===== src/rtl/i2c_tgt_pkg.sv =====
// Package: shared widths and the receive-engine state type for the
// I2C target front end. Assumes 7-bit addressing and 8-bit bytes.
package i2c_tgt_pkg;

    localparam int ADDR_W = 7;
    localparam int BYTE_W = ADDR_W + 1;
    localparam int CNT_W  = $clog2(BYTE_W);

    typedef enum logic [2:0] {
        RX_IDLE     = 3'd0,
        RX_ADDR     = 3'd1,
        RX_ADDR_ACK = 3'd2,
        RX_DATA     = 3'd3,
        RX_DATA_ACK = 3'd4,
        RX_MUTE     = 3'd5
    } rx_state_t;

endpackage


===== src/rtl/i2c_tgt_sync.sv =====
// Synchroniser: moves the sensed bus lines into the system clock domain.
// Each line gets its own chain of STAGES flops. The chains reset to 1,
// the idle bus level, so that no edge appears when reset is released.
module i2c_tgt_sync #(
    parameter int LINES  = 2,
    parameter int STAGES = 2
) (
    input  logic             clk,
    input  logic             rst_n,
    input  logic [LINES-1:0] raw_in,
    output logic [LINES-1:0] sync_out
);

    for (genvar g = 0; g < LINES; g++) begin : g_line
        logic [STAGES-1:0] chain;

        // Shift the raw level through the flop chain of this line.
        always_ff @(posedge clk) begin
            if (!rst_n) chain <= '1;
            else        chain <= {chain[STAGES-2:0], raw_in[g]};
        end

        assign sync_out[g] = chain[STAGES-1];
    end

endmodule


===== src/rtl/i2c_tgt_cond.sv =====
// Bus condition detector. It works on the synchronised SCL and SDA
// levels and produces single-cycle SCL edges and START/STOP events.
// It assumes that a legal SDA change happens only while SCL is low, so
// an SDA change while SCL is high on two samples is a START or a STOP.
module i2c_tgt_cond (
    input  logic clk,
    input  logic rst_n,
    input  logic scl_s,
    input  logic sda_s,
    output logic scl_rise,
    output logic scl_fall,
    output logic start_evt,
    output logic stop_evt
);

    logic scl_d;
    logic sda_d;

    // Keep the previous synchronised levels for edge detection.
    always_ff @(posedge clk) begin
        if (!rst_n) begin
            scl_d <= 1'b1;
            sda_d <= 1'b1;
        end else begin
            scl_d <= scl_s;
            sda_d <= sda_s;
        end
    end

    // Decode edges and bus conditions from the current and previous levels.
    always_comb begin
        scl_rise  = scl_s & ~scl_d;
        scl_fall  = ~scl_s & scl_d;
        start_evt = scl_s & scl_d & sda_d & ~sda_s;
        stop_evt  = scl_s & scl_d & ~sda_d & sda_s;
    end

endmodule


===== src/rtl/i2c_tgt_engine.sv =====
// Receive engine: shifts in the address and data bytes, decides whether
// to acknowledge, and drives the open-drain pull-low enable.
// A START overrides every state and a STOP returns to idle. Apart from
// those two events, changes take place only on SCL edges.
module i2c_tgt_engine
    import i2c_tgt_pkg::*;
(
    input  logic              clk,
    input  logic              rst_n,
    input  logic [ADDR_W-1:0] own_addr,
    input  logic              rx_ready,
    input  logic              scl_lvl,
    input  logic              sda_lvl,
    input  logic              scl_rise,
    input  logic              scl_fall,
    input  logic              start_evt,
    input  logic              stop_evt,
    output logic              sda_pull_low,
    output logic [BYTE_W-1:0] rx_data,
    output logic              rx_strobe,
    output logic              addr_hit,
    output logic              dir_read
);

    localparam logic [CNT_W-1:0] LAST_BIT = CNT_W'(BYTE_W - 1);

    rx_state_t         state;
    logic [CNT_W-1:0]  bit_cnt;
    logic [BYTE_W-1:0] shreg;
    logic [BYTE_W-1:0] full_byte;
    logic              last_rise;

    // The complete byte as seen on the final rising edge of the byte.
    always_comb begin
        full_byte = {shreg[BYTE_W-2:0], sda_lvl};
        last_rise = scl_rise && (bit_cnt == LAST_BIT);
    end

    // Main sequencer: START first, then STOP, then the per-state work.
    always_ff @(posedge clk) begin
        if (!rst_n) begin
            state        <= RX_IDLE;
            bit_cnt      <= '0;
            shreg        <= '0;
            sda_pull_low <= 1'b0;
            rx_data      <= '0;
            rx_strobe    <= 1'b0;
            addr_hit     <= 1'b0;
            dir_read     <= 1'b0;
        end else begin
            rx_strobe <= 1'b0;
            if (start_evt) begin
                state        <= RX_ADDR;
                bit_cnt      <= '0;
                sda_pull_low <= 1'b0;
                addr_hit     <= 1'b0;
                dir_read     <= 1'b0;
            end else if (stop_evt) begin
                state        <= RX_IDLE;
                bit_cnt      <= '0;
                sda_pull_low <= 1'b0;
                addr_hit     <= 1'b0;
                dir_read     <= 1'b0;
            end else begin
                unique case (state)
                    RX_IDLE: begin
                        sda_pull_low <= 1'b0;
                    end
                    RX_ADDR: begin
                        if (scl_rise) begin
                            shreg   <= full_byte;
                            bit_cnt <= bit_cnt + 1'b1;
                        end
                        if (last_rise) begin
                            bit_cnt <= '0;
                            if (full_byte[BYTE_W-1:1] == own_addr) begin
                                state    <= RX_ADDR_ACK;
                                addr_hit <= 1'b1;
                                dir_read <= full_byte[0];
                            end else begin
                                state <= RX_MUTE;
                            end
                        end
                    end
                    RX_ADDR_ACK: begin
                        if (scl_fall) begin
                            if (!sda_pull_low) begin
                                sda_pull_low <= 1'b1;
                            end else begin
                                sda_pull_low <= 1'b0;
                                state        <= dir_read ? RX_MUTE : RX_DATA;
                            end
                        end
                    end
                    RX_DATA: begin
                        if (scl_rise) begin
                            shreg   <= full_byte;
                            bit_cnt <= bit_cnt + 1'b1;
                        end
                        if (last_rise) begin
                            bit_cnt <= '0;
                            if (rx_ready) begin
                                rx_data   <= full_byte;
                                rx_strobe <= 1'b1;
                                state     <= RX_DATA_ACK;
                            end else begin
                                state <= RX_MUTE;
                            end
                        end
                    end
                    RX_DATA_ACK: begin
                        if (scl_fall) begin
                            if (!sda_pull_low) begin
                                sda_pull_low <= 1'b1;
                            end else begin
                                sda_pull_low <= 1'b0;
                                state        <= RX_DATA;
                            end
                        end
                    end
                    RX_MUTE: begin
                        sda_pull_low <= 1'b0;
                    end
                    default: begin
                        state        <= RX_IDLE;
                        sda_pull_low <= 1'b0;
                    end
                endcase
            end
        end
    end

    // a START always restarts address reception with flags cleared.
    p_start_restarts_r2: assert property (@(posedge clk) disable iff (!rst_n)
        start_evt |=> (state == RX_ADDR && !sda_pull_low && !addr_hit && bit_cnt == '0));

    // a STOP returns to idle with SDA released and flags cleared.
    p_stop_idles_r7: assert property (@(posedge clk) disable iff (!rst_n)
        (stop_evt && !start_evt) |=> (state == RX_IDLE && !sda_pull_low && !addr_hit && !dir_read));

    // the acknowledge drive begins only while SCL is low.
    p_ack_scl_low_r3: assert property (@(posedge clk) disable iff (!rst_n)
        $rose(sda_pull_low) |-> !scl_lvl);

    // an unmatched address never pulls SDA low.
    p_silent_miss_r4: assert property (@(posedge clk) disable iff (!rst_n)
        (state == RX_MUTE && !addr_hit) |-> !sda_pull_low);

    // a strobe is given only inside a matched write.
    p_strobe_write_r5: assert property (@(posedge clk) disable iff (!rst_n)
        rx_strobe |-> (addr_hit && !dir_read));

    // a data byte refused by the consumer is neither strobed nor acked.
    p_refuse_nack_r6: assert property (@(posedge clk) disable iff (!rst_n)
        (state == RX_DATA && last_rise && !rx_ready && !start_evt && !stop_evt)
        |=> (!rx_strobe && state == RX_MUTE));

endmodule


===== src/rtl/i2c_tgt_frontend.sv =====
// I2C target address front end (top). It synchronises the bus lines,
// detects the bus conditions and runs the receive engine. SDA is
// treated as open drain: sda_pull_low = 1 asks the pad to drive low.
// Assumes the system clock is several times faster than SCL, so that
// each SCL phase lasts longer than SYNC_STAGES + 2 system clocks.
module i2c_tgt_frontend
    import i2c_tgt_pkg::*;
#(
    parameter int SYNC_STAGES = 2
) (
    input  logic              clk,
    input  logic              rst_n,
    input  logic [ADDR_W-1:0] own_addr,
    input  logic              rx_ready,
    input  logic              scl_in,
    input  logic              sda_in,
    output logic              sda_pull_low,
    output logic [BYTE_W-1:0] rx_data,
    output logic              rx_strobe,
    output logic              addr_hit,
    output logic              dir_read
);

    logic [1:0] line_sync;
    logic       scl_rise;
    logic       scl_fall;
    logic       start_evt;
    logic       stop_evt;

    i2c_tgt_sync #(
        .LINES  (2),
        .STAGES (SYNC_STAGES)
    ) i_sync (
        .clk      (clk),
        .rst_n    (rst_n),
        .raw_in   ({scl_in, sda_in}),
        .sync_out (line_sync)
    );

    i2c_tgt_cond i_cond (
        .clk       (clk),
        .rst_n     (rst_n),
        .scl_s     (line_sync[1]),
        .sda_s     (line_sync[0]),
        .scl_rise  (scl_rise),
        .scl_fall  (scl_fall),
        .start_evt (start_evt),
        .stop_evt  (stop_evt)
    );

    i2c_tgt_engine i_engine (
        .clk          (clk),
        .rst_n        (rst_n),
        .own_addr     (own_addr),
        .rx_ready     (rx_ready),
        .scl_lvl      (line_sync[1]),
        .sda_lvl      (line_sync[0]),
        .scl_rise     (scl_rise),
        .scl_fall     (scl_fall),
        .start_evt    (start_evt),
        .stop_evt     (stop_evt),
        .sda_pull_low (sda_pull_low),
        .rx_data      (rx_data),
        .rx_strobe    (rx_strobe),
        .addr_hit     (addr_hit),
        .dir_read     (dir_read)
    );

endmodule


===== config.mk =====
export PLATFORM = sky130hd
export DESIGN_NAME = i2c_tgt_frontend
export DESIGN_NICKNAME = d
export VERILOG_FILES = /design/src/rtl/i2c_tgt_pkg.sv /design/src/rtl/i2c_tgt_sync.sv /design/src/rtl/i2c_tgt_cond.sv /design/src/rtl/i2c_tgt_engine.sv /design/src/rtl/i2c_tgt_frontend.sv
export SDC_FILE = /design/constraint.sdc
export NUM_CORES = 1
export LEC_CHECK = 0
export CELL_PAD_IN_SITES_DETAIL_PLACEMENT = 1
export CELL_PAD_IN_SITES_GLOBAL_PLACEMENT = 2
export CORE_MARGIN = 5
export CORE_UTILIZATION = 34
export CTS_BUF_LIST = sky130_fd_sc_hd__clkbuf_4
export CTS_CLUSTER_SIZE = 28
export DETAILED_ROUTE_END_ITERATION = 16
export PLACE_DENSITY = 0.92
export SLEW_MARGIN = 25
export SYNTH_ARGS = -nofsm -noshare
export SYNTH_HDL_FRONTEND = slang
export SYNTH_SLANG_ARGS = --single-unit

===== constraint.sdc =====
create_clock -name clk -period 1.85 [get_ports clk]
set_input_delay 0.185 -clock clk [delete_from_list [all_inputs] [get_ports clk]]
set_output_delay 0.185 -clock clk [all_outputs]
set_load 0.05 [all_outputs]

## After elaboration in Yosys (flattened, before gate mapping)

Cells that the tools add are included.

- $add $sub $neg: 1
- Eq/ne operators: 21
- Multiplexer cells: 18
- Bitwise gates (word level): 18
- Reduce and logical (&&, ||, !) cells: 15

Operator list:

| cell | count |
|---|---|
| $mux 3 | 10 |
| $ne 4x3->1 const B | 4 |
| $pmux 3 s5 | 1 |
| $reduce_and 7->1 | 2 |
| $not 1->1 | 11 |
| $ne 2x1->1 const B | 5 |
| $eq 3x3->1 const B | 3 |
| $ne 4x4->1 const B | 2 |
| $and 1x1->1 | 7 |
| $eq 7x7->1 | 1 |
| $eq 3x2->1 const B | 2 |
| $mux 1 | 6 |
| $reduce_or 2->1 | 3 |
| $reduce_and 5->1 | 1 |
| $reduce_or 5->1 | 1 |
| $ne 2x2->1 const B | 2 |
| $reduce_and 2->1 | 2 |
| $reduce_and 4->1 | 1 |
| $add 3x1->3 const B | 1 |
| $eq 3x1->1 const B | 1 |
| $logic_not 3->1 | 1 |
| $ne 3x1->1 const B | 1 |
| $reduce_and 3->1 | 1 |
| $reduce_or 3->1 | 1 |
| 3 further kinds | 3 |

- Flip-flop bits (word level): 31
- Bits of input ports: 12
- Logic and storage cells: 86

## Longest topological paths before layout

Gate-level depths: netlist (run 1).

- Depth in word-level cells: 7
- Mapped depth: 7
- Mapped depth without buffers: 7

## Hierarchy

From an unflattened synthesis (run 1), not the netlist that was laid out.

- Cell total of the unflattened synthesis: 158
- Area, all modules: 1485.2 sq um

By module, submodules not included:

| module | times used | cells each | area an instance (sq um) | seq. area each (sq um) |
|---|---|---|---|---|
| i2c_tgt_engine | 1 | 140 | 1280.0 | 500.5 |
| i2c_tgt_sync | 1 | 10 | 120.1 | 80.1 |
| i2c_tgt_cond | 1 | 8 | 85.1 | 40.0 |

## Worst setup path before layout (run 1)

No wires, ideal clock.

- Path type: reg2reg
- Start point: register i_engine.bit_cnt[0]
- End point: register i_engine.state[0]
- Setup time: 119 ps
- Arrival time: 1535 ps
- Required time: 1731 ps
- Path slack: 196 ps
- Stages on the path, launching flop included: 7
- Period minus slack after synthesis: 1654 ps
- Path through: dfxtp_1 ha_1 ha_1 and3b_1 a221oi_2 o21ai_1 o221a_1

- Word-level cells in the longest chain between the ends: 4
- Elaborated cells on any way between the ends: 5

Ends and longest elaborated chain:

| item | line | RTL |
|---|---|---|
| start, declared | i2c_tgt_engine.sv:28 | `logic [CNT_W-1:0] bit_cnt;` |
| start signal, assigned | i2c_tgt_engine.sv:72 | `bit_cnt <= bit_cnt + 1'b1;` |
| start signal, assigned | i2c_tgt_engine.sv:98 | `bit_cnt <= bit_cnt + 1'b1;` |
| $eq 3x3->1 (*) | i2c_tgt_engine.sv:36 | `last_rise = scl_rise && (bit_cnt == LAST_BIT);` |
| $logic_and 1x1->1 (*) | i2c_tgt_engine.sv:36 |  |
| $ne 4x3->1 (no line) | - |  |
| $reduce_and 7->1 (no line) (*) | - |  |
| end signal, assigned | i2c_tgt_engine.sv:91 | `state <= dir_read ? RX_MUTE : RX_DATA;` |
| end, declared | i2c_tgt_engine.sv:27 | `rx_state_t state;` |

Mark *: on every way between the ends. The rest lies on a longest branch, timed or not.
A chain may end at the register's enable or synchronous reset.

## Final worst setup path (run 1)

- Start point: register i_engine.sda_pull_low
- End point: output port sda_pull_low

RTL lines:

| item | line | RTL |
|---|---|---|
| start, declared | i2c_tgt_engine.sv:18 | `output logic sda_pull_low,` |
| start signal, assigned | i2c_tgt_engine.sv:45 | `sda_pull_low <= 1'b0;` |
| start signal, assigned | i2c_tgt_engine.sv:55 | `sda_pull_low <= 1'b0;` |
| start signal, assigned | i2c_tgt_engine.sv:61 | `sda_pull_low <= 1'b0;` |
| end, declared | i2c_tgt_frontend.sv:17 | `output logic sda_pull_low,` |

No word-level cell between the ends.

==> results.cfg, run 1 <==
[hold_path]
hold_depth = 2
min_from = sda_in
hold_path.class = in -> reg
holdPathEnd = i_sync.g_line[0].chain[0]

[detailed_routing]
top_layer_used = met4
final_antenna_net_count = 0
dr_wl_met3_um = 160
avgViaCountPerCell = 5.04
wl_met1_um = 1570
routed_wl_um = 3460
firstDrtPassIters = 4
wl_per_cell_um = 15.7
first_iter_violations = 46
num_vias = 1113
wl_met2_um = 1690
route.detailed.drc = 0

[yosys]
ys_ff_latch = 31
syn_avg_cell_area_um2 = 9.86
syn_inst = 143
synth_top_area_share_pct = 44.0
synth_top_cell_by_area = dfxtp_1
synth_nets = 157
yosysWarnings = 0
ys_seq_area_share_pct = 44.0
syn_area_um2 = 1410
synthTopCellsByArea = dfxtp_1, mux2i_1, nor2b_1
synth_cell_types = 37

[worst_setup_path]
path_buf_inv = 1
cp.arrival_ns = 1.59
r2r-end = i_engine.rx_data[7]
crit_family = buffers and inverters
reg2reg_depth = 7
worst-setup-path-type = reg -> out
crit_path_start_kind = flip-flop
r2r-start = i_engine.bit_cnt[0]
cp_slowest_cell = clkdlybuf4s50_1
cp-end-kind = output pin
crit_chain = clkdlybuf4s50_1
max_stage_delay_ns = 0.83
r2r_setup_slack_ns = 0.10
path_max_fanout = 5
required_ns = 1.66

[timing]
slew_viol_final = 0
fmax_mhz = 563
setup_viol = 0
post-route-period-util_pct = 96.0
period_minus_slack_ns = 1.78
skew_ns = 0.00808
max_slew_margin_pct = 65.1
worst_slew_pin_slew_ns = 0.522
post-route-worst-setup-slack_ns = 0.0733
final_hold_viol_count = 0

[power_and_ir_drop]
combPwrFrac_pct = 7.4
p_leak_uw = 0.000651
seqPwrFrac_pct = 60.0
switchingPower_uw = 265
vdd.ir_drop.worst_uv = 414
p_int_uw = 871
power_uw = 1140
clockPowerShare_pct = 32.6
switching_share_pct = 23.3
powerDensity_nw_per_um2 = 641

[die]
die_y_um = 74.4
die-area_um2 = 5540
initial_core_util_pct = 35.3
core_um2 = 4000
io_pins = 24
fp.dieW_um = 74.4
fp-row-count = 23

[placed_design]
placed_cells = 215
port-buffer-count = 23
dp.final_hpwl_um = 2500
gp_congestion = 0.852
pre_cts_slack_ns = 0.0533

[layout]
diodes = 0
final_cells = 221
post-route-util_pct = 44.3
syn2layout_area_growth_pct = 25.7
seqCellArea_um2 = 622
multi_input_area_um2 = 756
layout.nets = 186
layout-drive-gt1-share_pct = 12.3
n_fill_cell = 459

[clock_tree]
cts_tree = yes
cts_max_level = 2
root_buffer = clkbuf_4
cts_setup_buffers = 0
path_clk_slew_ns = 0.09
cts_made_buffers = 5
postCtsHoldBufs = 0
clkLatencyLatePin_ns = 0.33
clockBufferDepth = 2
cts_sinks = 31

[grt]
antenna_found_initial = 0
grt_pass1_vias = 1219
grt_pass1_wl_um = 5860
grt_overflow = 0
track_usage_pct = 14.1
grt_max_degree = 24

[outcome]
status = complete, no violations

[job]
maxCapViolCount = 0
## cells in the final DEF, fill, tap and decap left out, drive strengths merged, types with 2 or more instances in the layout
cell	synthesis	routed
ha	2	2
o21ai	4	4
nor2	12	12
nand3	2	2
inv	2	2
nor3	2	2
nor3b	3	3
dfxtp	31	31
nand2	4	4
buf	4	5
mux2i	16	16
clkdlybuf4s50	0	23
nand2b	8	8
nor2b	17	17
xnor2	8	8
clkbuf	2	6
a21oi	9	9
## cells by family (layout without fill, tap and decap cells)
family	Yosys count	in the layout	synth area share [%]
compound gates	21	21	9.85
xor+xnor	9	9	5.59
fa+ha+maj	2	2	1.77
buf+inv	8	36	3.28
flops	31	31	44.0
mux	16	16	11.4
simple gates	56	56	24.1
## cells in the mapped netlist (all sizes together)
library cell	n
nor2	12
nand4	1
nand3	2
a21oi	9
clkbuf	2
and4bb	1
nand4bb	1
o221a	1
nor3b	3
and4	1
nand2	4
or2b	1
and2	1
a22oi	1
xor2	1
a221oi	1
xnor2	8
nand2b	8
o21ai	4
buf	4
mux2i	16
nor2b	17
inv	2
ha	2
a311oi	1
or3	1
a211o	1
nor3	2
o22ai	1
dfxtp	31
and3b	1
a31oi	1
o32a	1
## worst max path at each step
stage	startpoint	end	depth (start not counted)	slack, ns
2_1_floorplan	i_engine.bit_cnt[0]	i_engine.state[0]	6	0.20
6_report	i_engine.sda_pull_low	sda_pull_low	1	0.07
3_5_place_dp	i_engine.bit_cnt[0]	i_engine.rx_data[7]	7	0.05
5_1_grt	i_engine.bit_cnt[1]	i_engine.rx_data[7]	7	-0.005
4_1_cts	i_engine.bit_cnt[0]	i_engine.rx_data[7]	7	0.02
3_3_place_gp	i_engine.bit_cnt[0]	i_engine.state[0]	6	0.14
## through the flow
| step | cell area (um^2) | hold slack, ns | TNS [ns] |
|---|---|---|---|
| 6_report | 1770 | 0.413 | 0 |
| 5_1_grt | 1770 | 0.429 | -0.00912 |
| 4_1_cts | 1760 | 0.403 | 0 |
| 3_5_place_dp | 1710 | 0.398 | 0 |
| 3_3_place_gp | 1710 | 0.394 | 0 |
| 2_1_floorplan | 1410 | 0.258 | 0 |
## metal layers
layer | GRT usage (%) | vias up
met2 | 23.9 | 24
met3 | 4.86 | 5
met4 | 4.15 | 0
li1 | - | 550
met1 | 16.9 | 534
met5 | 0 | -
## registers in the layout, summed over array words and instances, names as in the netlist, 3 cells and up
signal and cells:
i_engine.rx_data 8, i_engine.shreg 7, i_sync.g_line.chain 4, i_engine.bit_cnt 3, i_engine.state 3
## area by class of cell
type / count / area share, %
multi-input combinational: 104 / 42.6
sequential: 31 / 35.1
timing repair buffer: 28 / 15.8
tap: 50 / 3.53
clock buffer: 6 / 2.54
inverter: 2 / 0.423
## power by group through the flow
stage / sequential [uW] / clock [uW] / combinational (uW)
final: 682 / 371 / 83.5
after global placement: 697 / 0 / 79.8
after floorplan: 694 / 0 / 44.0
after global routing: 684 / 422 / 90.2
after detailed placement: 698 / 0 / 83.2
after CTS: 682 / 382 / 83.8
## repair_timing
action / 4_1_cts / 5_1_grt
gates resized for setup: 0 / 6
hold endpoints to repair: 0 / 0
setup endpoints to repair: 0 / 10
(Power assumes the default switching activity.)
==> run 2, diff against run 1 <==
--- a/config.mk
+++ b/config.mk
@@ -13,6 +13,7 @@
 export CTS_CLUSTER_SIZE = 28
 export DETAILED_ROUTE_END_ITERATION = 16
 export PLACE_DENSITY = 0.92
+export SKIP_LAST_GASP = 1
 export SLEW_MARGIN = 25
 export SYNTH_ARGS = -nofsm -noshare
 export SYNTH_HDL_FRONTEND = slang
==> results of run 2 <==
Same layout as run 1: the final DEF is identical, and so are final timing and power.
